[config.mk]
export PLATFORM = sky130hd
export DESIGN_NAME = dma_req_flag_regs
export DESIGN_NICKNAME = d
export VERILOG_FILES = /design/src/rtl/dma_ctl_pkg.sv /design/src/rtl/dma_swreq_reg.sv /design/src/rtl/dma_done_flag.sv /design/src/rtl/dma_irq_merge.sv /design/src/rtl/dma_req_flag_regs.sv
export SDC_FILE = /design/constraint.sdc
export NUM_CORES = 1
export LEC_CHECK = 0
export BUFFER_PORTS_ARGS = -buffer_cell sky130_fd_sc_hd__clkbuf_2
export CAP_MARGIN = 20
export CORE_UTILIZATION = 35
export DETAILED_ROUTE_END_ITERATION = 16
export MAX_ROUTING_LAYER = met4
export PLACE_DENSITY = 0.76
export SLEW_MARGIN = 20
export SYNTH_ARGS = -nofsm -noshare
export SYNTH_HDL_FRONTEND = slang
export SYNTH_SLANG_ARGS = --single-unit
export TNS_END_PERCENT = 50
[constraint.sdc]
create_clock -name clk -period 1 [get_ports clk]
set_input_delay 0.05 -clock clk [delete_from_list [all_inputs] [get_ports clk]]
set_output_delay 0.05 -clock clk [all_outputs]
set_load 0.1 [all_outputs]
[src/rtl/dma_ctl_pkg.sv]
package dma_ctl_pkg;
  localparam int unsigned DEF_NUM_SRC = 8;
  localparam int unsigned DEF_NUM_CH  = 3;
  localparam int unsigned DEF_DW      = 8;

  typedef enum logic {
    SEL_SWREQ = 1'b0,
    SEL_FLAGS = 1'b1
  } reg_sel_e;
endpackage

[src/rtl/dma_swreq_reg.sv]
module dma_swreq_reg #(
  parameter int unsigned NUM_SRC = 8,
  parameter int unsigned DW      = 8
) (
  input  logic               clk,
  input  logic               rst_n,
  input  logic               wr_en,
  input  logic [DW-1:0]      wdata,
  output logic [NUM_SRC-1:0] req_q
);
  always_ff @(posedge clk) begin
    if (!rst_n)     req_q <= '0;
    else if (wr_en) req_q <= wdata[NUM_SRC-1:0];
  end


  swreq_load_chk: assert property (@(posedge clk) disable iff (!rst_n)
    wr_en |=> req_q == $past(wdata[NUM_SRC-1:0]));
endmodule

[src/rtl/dma_done_flag.sv]
module dma_done_flag (
  input  logic clk,
  input  logic rst_n,
  input  logic rd_en,
  input  logic wr_en,
  input  logic wbit,
  input  logic set_evt,
  output logic flag_q
);
  logic arm_q;

  always_ff @(posedge clk) begin
    if (!rst_n)                  arm_q <= 1'b0;
    else if (wr_en)              arm_q <= 1'b0;
    else if (rd_en && flag_q)    arm_q <= 1'b1;
  end

  always_ff @(posedge clk) begin
    if (!rst_n)                           flag_q <= 1'b0;
    else if (set_evt)                     flag_q <= 1'b1;
    else if (wr_en && arm_q && !wbit)     flag_q <= 1'b0;
  end


  evt_sets_flag_chk: assert property (@(posedge clk) disable iff (!rst_n)
    set_evt |=> flag_q);


  no_sw_set_chk: assert property (@(posedge clk) disable iff (!rst_n)
    (!flag_q && !set_evt) |=> !flag_q);


  hold_without_zero_write_chk: assert property (@(posedge clk) disable iff (!rst_n)
    (flag_q && !(wr_en && !wbit)) |=> flag_q);
endmodule

[src/rtl/dma_irq_merge.sv]
module dma_irq_merge #(
  parameter int unsigned NUM_CH = 3
) (
  input  logic              clk,
  input  logic              rst_n,
  input  logic [NUM_CH-1:0] flags,
  input  logic [NUM_CH-1:0] en,
  output logic              irq_q
);
  always_ff @(posedge clk) begin
    if (!rst_n) irq_q <= 1'b0;
    else        irq_q <= |(flags & en);
  end


  irq_cause_chk: assert property (@(posedge clk) disable iff (!rst_n)
    $rose(irq_q) |-> $past(|(flags & en)));
endmodule

[src/rtl/dma_req_flag_regs.sv]
module dma_req_flag_regs
  import dma_ctl_pkg::*;
#(
  parameter int unsigned NUM_SRC = DEF_NUM_SRC,
  parameter int unsigned NUM_CH  = DEF_NUM_CH,
  parameter int unsigned DW      = DEF_DW,
  localparam int unsigned SRC_W  = $clog2(NUM_SRC)
) (
  input  logic                    clk,
  input  logic                    rst_n,
  input  logic                    bus_sel,
  input  logic                    bus_wr,
  input  logic                    bus_rd,
  input  logic [DW-1:0]           bus_wdata,
  output logic [DW-1:0]           bus_rdata,
  input  logic [NUM_CH-1:0]       chan_xfer_en,
  input  logic [NUM_CH-1:0]       chan_irq_en,
  input  logic [NUM_CH*SRC_W-1:0] chan_src,
  input  logic [NUM_CH-1:0]       done_pulse,
  input  logic [NUM_CH-1:0]       loop_pulse,
  output logic [NUM_SRC-1:0]      svc_req,
  output logic [NUM_CH-1:0]       chan_start,
  output logic                    irq
);
  logic wr_swreq, wr_flags, rd_flags;
  logic [NUM_CH-1:0] flag_q;

  assign wr_swreq = bus_wr && (reg_sel_e'(bus_sel) == SEL_SWREQ);
  assign wr_flags = bus_wr && (reg_sel_e'(bus_sel) == SEL_FLAGS);
  assign rd_flags = bus_rd && (reg_sel_e'(bus_sel) == SEL_FLAGS);

  dma_swreq_reg #(.NUM_SRC(NUM_SRC), .DW(DW)) u_swreq (
    .clk   (clk),
    .rst_n (rst_n),
    .wr_en (wr_swreq),
    .wdata (bus_wdata),
    .req_q (svc_req)
  );

  for (genvar c = 0; c < NUM_CH; c++) begin : g_ch
    dma_done_flag u_flag (
      .clk     (clk),
      .rst_n   (rst_n),
      .rd_en   (rd_flags),
      .wr_en   (wr_flags),
      .wbit    (bus_wdata[c]),
      .set_evt (done_pulse[c] | loop_pulse[c]),
      .flag_q  (flag_q[c])
    );

    assign chan_start[c] = chan_xfer_en[c] && svc_req[chan_src[c*SRC_W +: SRC_W]];
  end

  dma_irq_merge #(.NUM_CH(NUM_CH)) u_irq (
    .clk   (clk),
    .rst_n (rst_n),
    .flags (flag_q),
    .en    (chan_irq_en),
    .irq_q (irq)
  );

  always_comb begin
    bus_rdata = '0;
    if (reg_sel_e'(bus_sel) == SEL_SWREQ) bus_rdata[NUM_SRC-1:0] = svc_req;
    else                                  bus_rdata[NUM_CH-1:0]  = flag_q;
  end
endmodule

== Yosys cells after proc, flatten, opt, wreduce, memory -nomap -nowiden ==
Index checks and enable logic that the tools add are counted.
Widths: inputs -> output; s select.

* Multiplexer cells: 14
* Reductions and logical operators: 23
* $lt $le $gt $ge: 3
* Bitwise gates (word level): 6

{| class="wikitable"
|+ Operators with widths
! cell !! count
|-
| $logic_and 1x1->1 || 15
|-
| $lt 3x4->1 const B || 3
|-
| $bmux 1 s3 || 3
|-
| $mux 1 || 9
|-
| $reduce_bool 2->1 || 3
|-
| $mux 5 || 1
|-
| $and 3x3->3 || 1
|-
| $logic_not 1->1 || 3
|-
| $mux 3 || 1
|-
| $or 1x1->1 || 3
|-
| $reduce_or 3->1 || 1
|-
| $not 1->1 || 2
|-
| $reduce_or 2->1 || 1
|}

* Bits in registers: 15
* Output and inout port bits: 20
* Input bits: 34
* Word-level logic and storage cells: 54

== Logic depth before layout (Yosys ltp) ==
Gate-level depths: netlist (run 1).

* Depth after elaboration: 5
* Gate-level depth with buffers: 4
* Mapped depth without buffers: 3

== Modules after synthesis ==
From an unflattened synthesis (run 1), not the netlist that was laid out.

* Cells, all modules: 85
* Area total of the unflattened synthesis: 880.8 µm²

{| class="wikitable"
|+ Modules (own cells, without submodules)
! module !! times used !! area an instance (µm²) !! sequential area each (µm²) !! cells an instance
|-
| dma_req_flag_regs || 1 || 321.6 || 0.0 || 36
|-
| dma_swreq_reg || 1 || 301.5 || 160.2 || 25
|-
| dma_done_flag || 3 || 73.8 || 40.0 || 7
|-
| dma_irq_merge || 1 || 36.3 || 20.0 || 3
|}

== Least setup slack after synthesis (run 1) ==
No wires, ideal clock.

* Path type: flip-flop to output port
* Start point: register u_swreq.req_q[3]
* End point: output chan_start[0]
* Required time: 0.950 ns
* Path slack: -2.759 ns
* Cell stages (with the launch flop): 4
* Buffers on the path: 0
* Data arrival time: 3.709 ns
* Cell sequence: dfxtp_1 -> mux4_1 -> nor2_1 -> a311oi_1

* Word-level cells in the longest chain between the ends: 3

{| class="wikitable"
|+ Ends and longest elaborated chain
! item !! RTL line !! text
|-
| from (decl) || dma_swreq_reg.sv:9 || <nowiki>output logic [NUM_SRC-1:0] req_q</nowiki>
|-
| from (signal assigned) || dma_swreq_reg.sv:13 || <nowiki>else if (wr_en) req_q <= wdata[NUM_SRC-1:0];</nowiki>
|-
| $bmux 1 s3 || dma_req_flag_regs.sv:51 || <nowiki>assign chan_start[c] = chan_xfer_en[c] && svc_req[chan_src[c*SRC_W +: SRC_W]];</nowiki>
|-
| $mux 1 (implied by the code) || dma_req_flag_regs.sv:51 ||
|-
| $logic_and 1x1->1 || dma_req_flag_regs.sv:51 ||
|-
| to (decl) || dma_req_flag_regs.sv:22 || <nowiki>output logic [NUM_CH-1:0] chan_start,</nowiki>
|}

Every way passes these cells. The select of a mux whose other input is x is not followed.

== Final worst setup path (run 1) ==
* Start point: register u_swreq.req_q[0]
* End point: output chan_start[2]

Same word-level chain as after synthesis.

==> results of run 1 <==
[cells in the final DEF (no fill, tap or decap), drive strengths merged]
master        n
inv           6
nor2          3
dfxtp        15
mux4          3
a21oi         3
a222oi        1
dlygate4sd3   6
clkinv        1
clkbuf       36
mux2          6
nor2b        15
a311oi        3
nand3         3
o31a          6
nand2         2
buf          44
o31ai         3
mux2i        11
[power breakdown]
group          leakage, nW  switching [mW]  internal [mW]
combinational        0.694           0.547          0.435
sequential           0.130          0.0372          0.620
clock               0.0177           0.196          0.149
[flip-flops by register name, indices dropped and copies added, names as in the netlist]
signal	cells
u_irq.irq_q	1
g_ch.u_flag.flag_q	3
g_ch.u_flag.arm_q	3
u_swreq.req_q	8
[stage by stage]
step	power (mW)	setup TNS (ns)	util [%]
final	1.98	-3.78	87.6
after global routing	2.07	-4.53	87.6
after CTS	1.94	-3.48	83.4
after detailed placement	1.54	-1.04	76.1
after global placement	1.52	-0.925	76.1
after floorplan	1.16	-3.83	-
[critical path, stage by stage, from the launching register on]
cell	delay, ns
dfxtp_4	0.37
mux2_4	0.27
o31ai_2	0.21
buf_4	0.16
a311oi_4	0.04
buf_12	0.19
[routing by layer]
metal,wire length (µm),GRT usage (%),share of wire [%],vias to the layer above
met5,0,-,0,-
met4,113,12.2,3.3,0
met3,297,5.06,8.7,11
met2,1720,50.0,50,63
met1,1280,28.8,38,462
li1,-,-,-,475
[cell families after synthesis]
family / Yosys count / synth area share (%)
flops: 15 / 35.3
buf+inv: 9 / 4.56
simple gates: 23 / 15.0
mux: 20 / 30.2
compound gates: 16 / 14.9
[area by class of cell]
type,instances,area (µm²)
clock inverter,1,5.00
multi-input combinational,59,679
tap,28,35.0
clock buffer,3,22.5
timing repair buffer,83,878
fill,110,279
inverter,6,22.5
sequential,15,333
[repair_timing]
action                                  4_1_cts  5_1_grt
pin swaps                                     6        6
endpoints found under the setup margin       20       22
buffers inserted                              2        5
hold buffers                                  6        0
endpoints found under the hold margin         3        0
gates resized for setup                      24       14
[worst max-delay path by stage]
stage                                  startpoint            end  slack [ns]  cells after the start
global placement    u_swreq.req_q[3]$_SDFFE_PN0P_  chan_start[0]       -0.31                      4
finish              u_swreq.req_q[0]$_SDFFE_PN0P_  chan_start[2]       -0.58                      5
global route        u_swreq.req_q[7]$_SDFFE_PN0P_  chan_start[0]       -0.62                      4
detailed placement  u_swreq.req_q[3]$_SDFFE_PN0P_  chan_start[2]       -0.36                      4
CTS                 u_swreq.req_q[7]$_SDFFE_PN0P_  chan_start[2]       -0.60                      4
floorplan           u_swreq.req_q[3]$_SDFFE_PN0P_  chan_start[0]       -0.88                      3
==> impl_metrics.env, run 1 <==
export IMPL_synth_top_cell_by_area="dfxtp_1"
export IMPL_ir_worst_vdd_uv=1170
export IMPL_yosysUniqueCellTypes=17
export IMPL_min_path_type="in2reg"
export IMPL_htreeDepth=1
export IMPL_fin_crit_ns=1.58
export IMPL_period_share_pct=158
export IMPL_dp_cells=180
export IMPL_p_per_area_nw_per_um2=1000
export IMPL_grt_pass1_vias=1053
export IMPL_max_cap_viol_count=0
export IMPL_synth_top_cells_by_count="dfxtp_1 (15), nor2b_1 (15), mux2i_1 (11)"
export IMPL_dp_slack_ns=-0.360
export IMPL_yosys_register_bits=15
export IMPL_clk_insertion_delay_late_ns=0.29
export IMPL_tightest_slew_ns=0.330
export IMPL_finalMaxSlewViolations=0
export IMPL_drt_wl_total_um=3410
export IMPL_regToRegEndpoint="u_swreq.req_q[7]$_SDFFE_PN0P_"
export IMPL_gp_congestion=0.848
export IMPL_synth_area_top_cells="dfxtp_1 (35%), mux2i_1 (13%), nor2b_1 (11%)"
export IMPL_post_route_drc_count=0
export IMPL_place_area_um2=1720
export IMPL_violations="negative setup slack"
export IMPL_synth_top_area_share_pct=35.3
export IMPL_netlist_area_um2=850
export IMPL_rsz0062_at_grt="true"
export IMPL_synth_edf_count=0
export IMPL_grt_start_max_net_pins=14
export IMPL_num_rows=17
export IMPL_hold_ws_ns=0.0233
export IMPL_cts_tree="yes"
export IMPL_io_pins=54
export IMPL_firstDrtPassIters=7
export IMPL_worstSetupStartpointType="flip-flop"
export IMPL_r2r_slack_ns=-0.02
export IMPL_clock_path_buffers=2
export IMPL_dp_final_hpwl_um=2210
export IMPL_worstReg2RegStart="u_swreq.req_q[7]$_SDFFE_PN0P_"
export IMPL_syn_inst=83
export IMPL_fmax_ghz=0.631
export IMPL_design_die_area_um2=2630
export IMPL_leakage_nw=0.842
export IMPL_async_reset_ff_share_pct=0
export IMPL_postLayoutSetupSlackWorst_ns=-0.584
export IMPL_ff2ff_path_depth=5
export IMPL_overflow=0
export IMPL_numClockSinks=15
export IMPL_ys_warn_count=0
export IMPL_cts_root_buffer="clkbuf_4"
export IMPL_cts_reportedPaths_clkPinSlew_ns=0.09
export IMPL_synth_ff_type="dfxtp_1"
export IMPL_vias=1011
export IMPL_cp_data_arrival_time_ns=1.53
export IMPL_initial_utilization_pct=37.7
export IMPL_die_y_um=51.3
export IMPL_holdPathEnd="g_ch[2].u_flag.arm_q$_SDFFE_PP0P_"
export IMPL_holdPathStages=3
export IMPL_worstPathMaxFanout=5
export IMPL_fin_area_um2=1980
export IMPL_antenna_found_initial=0
export IMPL_coreArea_um2=2250
export IMPL_ant_nets=0
export IMPL_yosysSeqAreaShare_pct=35.3
export IMPL_die_w_um=51.3
export IMPL_hp_start="bus_rd"
export IMPL_hold_violations=0
export IMPL_outcome="finished with violations"
export IMPL_end_kind="output pin"
export IMPL_postSynthNetCount=117
export IMPL_layout_nets=202
export IMPL_setup_viol=17
export IMPL_diodes=0
export IMPL_clock_skew_ns=0.00404
export IMPL_avgRoutedWirePerCell_um=17.5
export IMPL_area_delta_synth_final_pct=133
export IMPL_cp_required_ns=0.95
export IMPL_path_class="reg2out"
export IMPL_track_usage_pct=27.5
export IMPL_worst_slew_margin_rel_pct=77.4
export IMPL_cts_buffers=3
export IMPL_drt_iter0_markers=29
export IMPL_instances_no_fill=195
export IMPL_routed_via_density=5.18
export IMPL_port_buffers=53
export IMPL_drive_gt1_share_pct=68.9
export IMPL_synth_avg_cell_area_um2=10.2
export IMPL_grt_pass1_wl_um=5000
No activity file was read; power rests on OpenSTA's default activity.
==> run 2, diff against run 1 <==
--- a/config.mk
+++ b/config.mk
@@ -5,9 +5,11 @@
 export SDC_FILE = /design/constraint.sdc
 export NUM_CORES = 1
 export LEC_CHECK = 0
-export BUFFER_PORTS_ARGS = -buffer_cell sky130_fd_sc_hd__clkbuf_2
+export BUFFER_PORTS_ARGS = -buffer_cell sky130_fd_sc_hd__buf_4
 export CAP_MARGIN = 20
 export CORE_UTILIZATION = 35
+export CTS_BUF_LIST = sky130_fd_sc_hd__clkbuf_4
+export CTS_CLUSTER_SIZE = 24
 export DETAILED_ROUTE_END_ITERATION = 16
 export MAX_ROUTING_LAYER = met4
 export PLACE_DENSITY = 0.76
==> run 2 against run 1 <==
  * The flow still finishes with violations (negative setup slack)
  * Power about the same
  * Routed wire length increased by 3.7%
  * Fmax decreased by 0.85%
  * Largest power group unchanged
==> impl_metrics.env, run 2 (synthesis gave the netlist of run 1 again) <==
export IMPL_outcome="finished with violations"
export IMPL_violations="negative setup slack"
export IMPL_critPathTopFamily="flip-flops"
export IMPL_gp_congestion=0.801
export IMPL_area_delta_synth_final_pct=131
export IMPL_drive_gt1_share_pct=68.9
export IMPL_hold_violations=0
export IMPL_period_share_pct=160
export IMPL_cts_root_buffer="clkbuf_4"
export IMPL_instances_no_fill=195
export IMPL_place_area_um2=1540
export IMPL_overflow=0
export IMPL_final_core_util_pct=87.1
export IMPL_grt_pass1_wl_um=5250
export IMPL_path_class="reg2out"
export IMPL_reg_top3="u_swreq.req_q: 8 flops, g_ch.u_flag.arm_q: 3 flops, g_ch.u_flag.flag_q: 3 flops"
export IMPL_routed_via_density=5.21
export IMPL_drt_wl_total_um=3530
export IMPL_ant_nets=0
export IMPL_dp_cells=180
export IMPL_cts_buffers=3
export IMPL_p_per_area_nw_per_um2=1010
export IMPL_layout_nets=202
export IMPL_num_rows=17
export IMPL_drt_iter0_markers=23
export IMPL_crit_path_max_incr_delay_ns=0.39
export IMPL_dp_final_hpwl_um=2000
export IMPL_htreeDepth=1
export IMPL_path_cells="mux4_2 -> nor2_4 -> a311oi_4 -> buf_12"
export IMPL_avgRoutedWirePerCell_um=18.1
export IMPL_cts_tree="yes"
export IMPL_tightest_slew_ns=0.268
export IMPL_die_y_um=51.3
export IMPL_io_pins=54
export IMPL_vias=1015
export IMPL_clock_skew_ns=0.00685
export IMPL_min_path_type="in2reg"
export IMPL_initial_utilization_pct=37.7
export IMPL_largest_register_ffs=8
export IMPL_post_route_drc_count=0
export IMPL_hold_ws_ns=0.0265
export IMPL_track_usage_pct=28.2
export IMPL_postLayoutSetupSlackWorst_ns=-0.598
export IMPL_clk_insertion_delay_late_ns=0.28
export IMPL_design_die_area_um2=2630
export IMPL_fmax_ghz=0.626
export IMPL_firstDrtPassIters=4
export IMPL_path_buf_inv=1
export IMPL_layout_common_cells="buf_4 (47), buf_12 (18), buf_6 (12)"
export IMPL_worstSetupStartpointType="flip-flop"
export IMPL_fin_area_um2=1960
export IMPL_cp_required_ns=0.95
export IMPL_die_w_um=51.3
export IMPL_largest_register="u_swreq.req_q"
export IMPL_setup_viol=16
export IMPL_final_common_cell="buf_4"
export IMPL_worstPathMaxFanout=6
export IMPL_worst_slew_margin_rel_pct=81.6
export IMPL_grt_pass1_vias=1090
export IMPL_coreArea_um2=2250
export IMPL_diodes=0
export IMPL_slowest_stage="dfxtp_4"
export IMPL_cp_data_arrival_time_ns=1.55
export IMPL_antenna_found_initial=0
export IMPL_fill_cells=102
export IMPL_rsz0062_at_grt="true"
export IMPL_numClockSinks=15
export IMPL_finalMaxSlewViolations=0
export IMPL_fin_crit_ns=1.60
export IMPL_max_cap_viol_count=0
export IMPL_end_kind="output pin"
export IMPL_clock_path_buffers=2
export IMPL_leakage_nw=0.838
export IMPL_cts_reportedPaths_clkPinSlew_ns=0.10
export IMPL_grt_start_max_net_pins=14
export IMPL_ir_worst_vdd_uv=903
export IMPL_port_buffers=53
[run 2: report_power, final]
| group | internal, mW | leakage [nW] | total [mW] | switching (mW) |
|---|---|---|---|---|
| logic | 0.440 | 0.689 | 0.976 | 0.536 |
| registers | 0.620 | 0.131 | 0.660 | 0.0400 |
| clock network | 0.148 | 0.0177 | 0.346 | 0.198 |
[run 2: layout make-up]
cell class	instances	area, µm²	area share (%)
Timing Repair Buffer	83	908	46.2
Clock inverter	1	5.00	0.255
Tap cell	28	35.0	1.78
Multi-Input combinational cell	59	637	32.4
Clock buffer	3	22.5	1.15
Sequential cell	15	334	17.0
Inverter	6	22.5	1.15
[run 2: stage by stage]
step | worst slack (ns) | setup TNS (ns) | total power, mW
2_1_floorplan | -0.878 | -3.83 | 1.16
3_3_place_gp | -0.374 | -1.13 | 1.42
3_5_place_dp | -0.397 | -1.20 | 1.43
4_1_cts | -0.587 | -3.26 | 1.94
5_1_grt | -0.658 | -4.07 | 2.06
6_report | -0.598 | -3.35 | 1.98
[run 2: routing by layer]
layer | GRT usage [%] | wire [µm] | up-vias | part of all wire [%]
met5 | - | 0 | - | 0
li1 | - | - | 472 | -
met4 | 6.76 | 38 | 0 | 1.1
met2 | 49.8 | 1800 | 62 | 51
met3 | 4.17 | 247 | 4 | 7.0
met1 | 33.7 | 1440 | 477 | 41
[run 2: timing repair]
item	CTS	global route
endpoints found under the hold margin	3	0
setup endpoints to repair	19	22
setup buffers	3	3
pin swaps	6	6
hold buffers	6	0
resized for setup	70	14
[run 2: worst reg2reg max path, cell delays in order, from the launching register on]
cell	delay, ns
dfxtp_2	0.32
inv_1	0.05
o31a_1	0.28
o31a_1	0.23
[run 2: path summary, 6_finish.rpt]
path,start,end,slack [ns],cells after the start
setup / recovery,u_swreq.req_q[3]$_SDFFE_PN0P_,chan_start[1],-0.60,4
hold / removal,bus_wdata[6],u_swreq.req_q[6]$_SDFFE_PN0P_,0.03,3
setup reg to reg,g_ch[0].u_flag.arm_q$_SDFFE_PP0P_,g_ch[0].u_flag.flag_q$_SDFFE_PN0P_,0.02,3
hold reg to reg,g_ch[1].u_flag.arm_q$_SDFFE_PP0P_,g_ch[1].u_flag.arm_q$_SDFFE_PP0P_,0.47,2
==> run 3, diff against run 2 <==
==> constraint.sdc (replaced) <==
create_clock -name clk -period 1 [get_ports clk]
set_input_delay 0.05 -clock clk [delete_from_list [all_inputs] [get_ports clk]]
set_output_delay 0.05 -clock clk [all_outputs]
set_load 0.005 [all_outputs]
==> run 3 against run 2 <==
  * The flow still finishes with violations (negative setup slack)
  * Sequential power about the same
  * Global-route usage decreased by 7.2 points
  * Die area unchanged
  * Largest power group is now sequential cells
  * First-iteration DRC count decreased by 17%
  * Utilization decreased by 18 points
  * Critical path depth unchanged
  * Register-to-register slack about the same
  * Sequential cell count unchanged
  * Non-clock buffer count decreased by 5
==> impl_metrics.env, run 3 (synthesis gave the netlist of run 1 again) <==
export IMPL_grt_pass1_vias=928
export IMPL_violations="negative setup slack"
export IMPL_cts_buffers=3
export IMPL_grt_pass1_wl_um=3950
export IMPL_coreArea_um2=2250
export IMPL_rsz0062_at_grt="true"
export IMPL_dp_final_hpwl_um=1900
export IMPL_tightest_slew_ns=0.258
export IMPL_p_per_area_nw_per_um2=937
export IMPL_holdPathStages=3
export IMPL_layout_common_cells="buf_4 (63), nor2b_1 (13), mux2i_1 (11)"
export IMPL_fill_cells=196
export IMPL_antenna_found_initial=0
export IMPL_final_common_cell="buf_4"
export IMPL_largest_register="u_swreq.req_q"
export IMPL_initial_utilization_pct=37.7
export IMPL_cts_root_buffer="clkbuf_4"
export IMPL_cp_data_arrival_time_ns=1.39
export IMPL_num_rows=17
export IMPL_clock_path_buffers=2
export IMPL_fin_crit_ns=1.44
export IMPL_multi_input_area_um2=522
export IMPL_htreeDepth=1
export IMPL_ir_worst_vdd_uv=792
export IMPL_firstDrtPassIters=3
export IMPL_hold_violations=0
export IMPL_finalSetupTns_ns=-2.16
export IMPL_grt_start_max_net_pins=14
export IMPL_finalMaxSlewViolations=0
export IMPL_cts_tree="yes"
export IMPL_ff_latch_area_um2=322
export IMPL_vias=932
export IMPL_die_w_um=51.3
export IMPL_reg_top3="u_swreq.req_q: 8 flops, g_ch.u_flag.arm_q: 3 flops, g_ch.u_flag.flag_q: 3 flops"
export IMPL_ant_nets=0
export IMPL_layout_nets=197
export IMPL_cts_reportedPaths_clkPinSlew_ns=0.08
export IMPL_hold_ws_ns=0.0342
export IMPL_design_die_area_um2=2630
export IMPL_io_pins=54
export IMPL_leakage_nw=0.732
export IMPL_worst_slew_margin_rel_pct=82.8
export IMPL_overflow=0
export IMPL_routed_via_density=4.91
export IMPL_cp_required_ns=0.95
export IMPL_crit_path_max_incr_delay_ns=0.45
export IMPL_drt_iter0_markers=19
export IMPL_drt_wl_total_um=2650
export IMPL_clk_insertion_delay_late_ns=0.28
export IMPL_worstSetupStartpointType="flip-flop"
export IMPL_outcome="finished with violations"
export IMPL_track_usage_pct=21.0
export IMPL_slowest_stage="mux4_2"
export IMPL_avgRoutedWirePerCell_um=13.9
export IMPL_gp_congestion=0.755
export IMPL_path_cells="mux4_2 -> nor2_1 -> a311oi_1 -> buf_4"
export IMPL_path_class="reg2out"
export IMPL_critPathTopFamily="multiplexers"
export IMPL_ff2ff_path_depth=3
export IMPL_worstPathMaxFanout=6
export IMPL_path_buf_inv=1
export IMPL_r2r_slack_ns=0.03
export IMPL_post_route_drc_count=0
export IMPL_clock_skew_ns=0.000237
export IMPL_period_share_pct=144
export IMPL_fmax_ghz=0.696
export IMPL_port_buffers=53
export IMPL_drive_gt1_share_pct=61.1
export IMPL_diodes=0
export IMPL_cp_depth=4
export IMPL_die_y_um=51.3
export IMPL_setup_viol=11
export IMPL_postLayoutSetupSlackWorst_ns=-0.436
export IMPL_end_kind="output pin"
export IMPL_min_path_type="in2reg"
export IMPL_largest_register_ffs=8
export IMPL_area_delta_synth_final_pct=84.2
export IMPL_numClockSinks=15
export IMPL_max_cap_viol_count=0
==> run 3: where the power goes <==
part	total [mW]	internal [mW]	leakage (nW)	switching (mW)
sequential	0.661	0.626	0.129	0.0343
combinational	0.448	0.297	0.585	0.151
clock	0.359	0.182	0.0184	0.177
==> run 3: repair_timing <==
action                                  in CTS  in global routing
hold buffers                                 6                  0
resized for setup                           20                 13
hold endpoints to repair                     3                  0
endpoints found under the setup margin      10                 12
buffers inserted                             3                  3
pin swaps                                    3                  3
==> run 3: final timing paths <==
check                                     from                                  to
max              u_swreq.req_q[3]$_SDFFE_PN0P_                       chan_start[0]
min                               bus_wdata[5]       u_swreq.req_q[5]$_SDFFE_PN0P_
max reg2reg  g_ch[0].u_flag.arm_q$_SDFFE_PP0P_  g_ch[0].u_flag.flag_q$_SDFFE_PN0P_
min reg2reg  g_ch[0].u_flag.arm_q$_SDFFE_PP0P_   g_ch[0].u_flag.arm_q$_SDFFE_PP0P_
==> run 3: layout make-up <==
| class | count | share of cell area (%) |
|---|---|---|
| Clock buffer | 4 | 1.92 |
| Inverter | 6 | 1.44 |
| Multi-Input combinational cell | 59 | 33.3 |
| Sequential cell | 15 | 20.5 |
| Tap cell | 28 | 2.24 |
| Timing Repair Buffer | 78 | 40.5 |
==> run 3: per-stage QoR <==
step / area [µm²] / util [%] / instances / power, mW / worst slack (ns)
final: 1570 / 69.4 / 190 / 1.47 / -0.436
after CTS: 1510 / 67.1 / 188 / 1.46 / -0.454
after detailed placement: 1370 / 60.8 / 175 / 1.06 / -0.201
after floorplan: 850 / - / 83 / 0.813 / -0.00423
after global placement: 1370 / 60.8 / 175 / 1.05 / -0.164
after global routing: 1570 / 69.4 / 190 / 1.55 / -0.490
==> run 3: worst reg2reg max path, stage by stage, from the launching register on <==
cell	delay (ns)
dfxtp_2	0.33
inv_2	0.03
o31a_1	0.28
o31a_1	0.23
==> run 3: routing by layer <==
metal | track usage [%] | up-vias | wire (µm)
li1 | - | 468 | -
met1 | 21.8 | 423 | 1110
met2 | 39.5 | 37 | 1340
met3 | 4.17 | 4 | 163
met4 | 6.76 | 0 | 25
met5 | - | - | 0
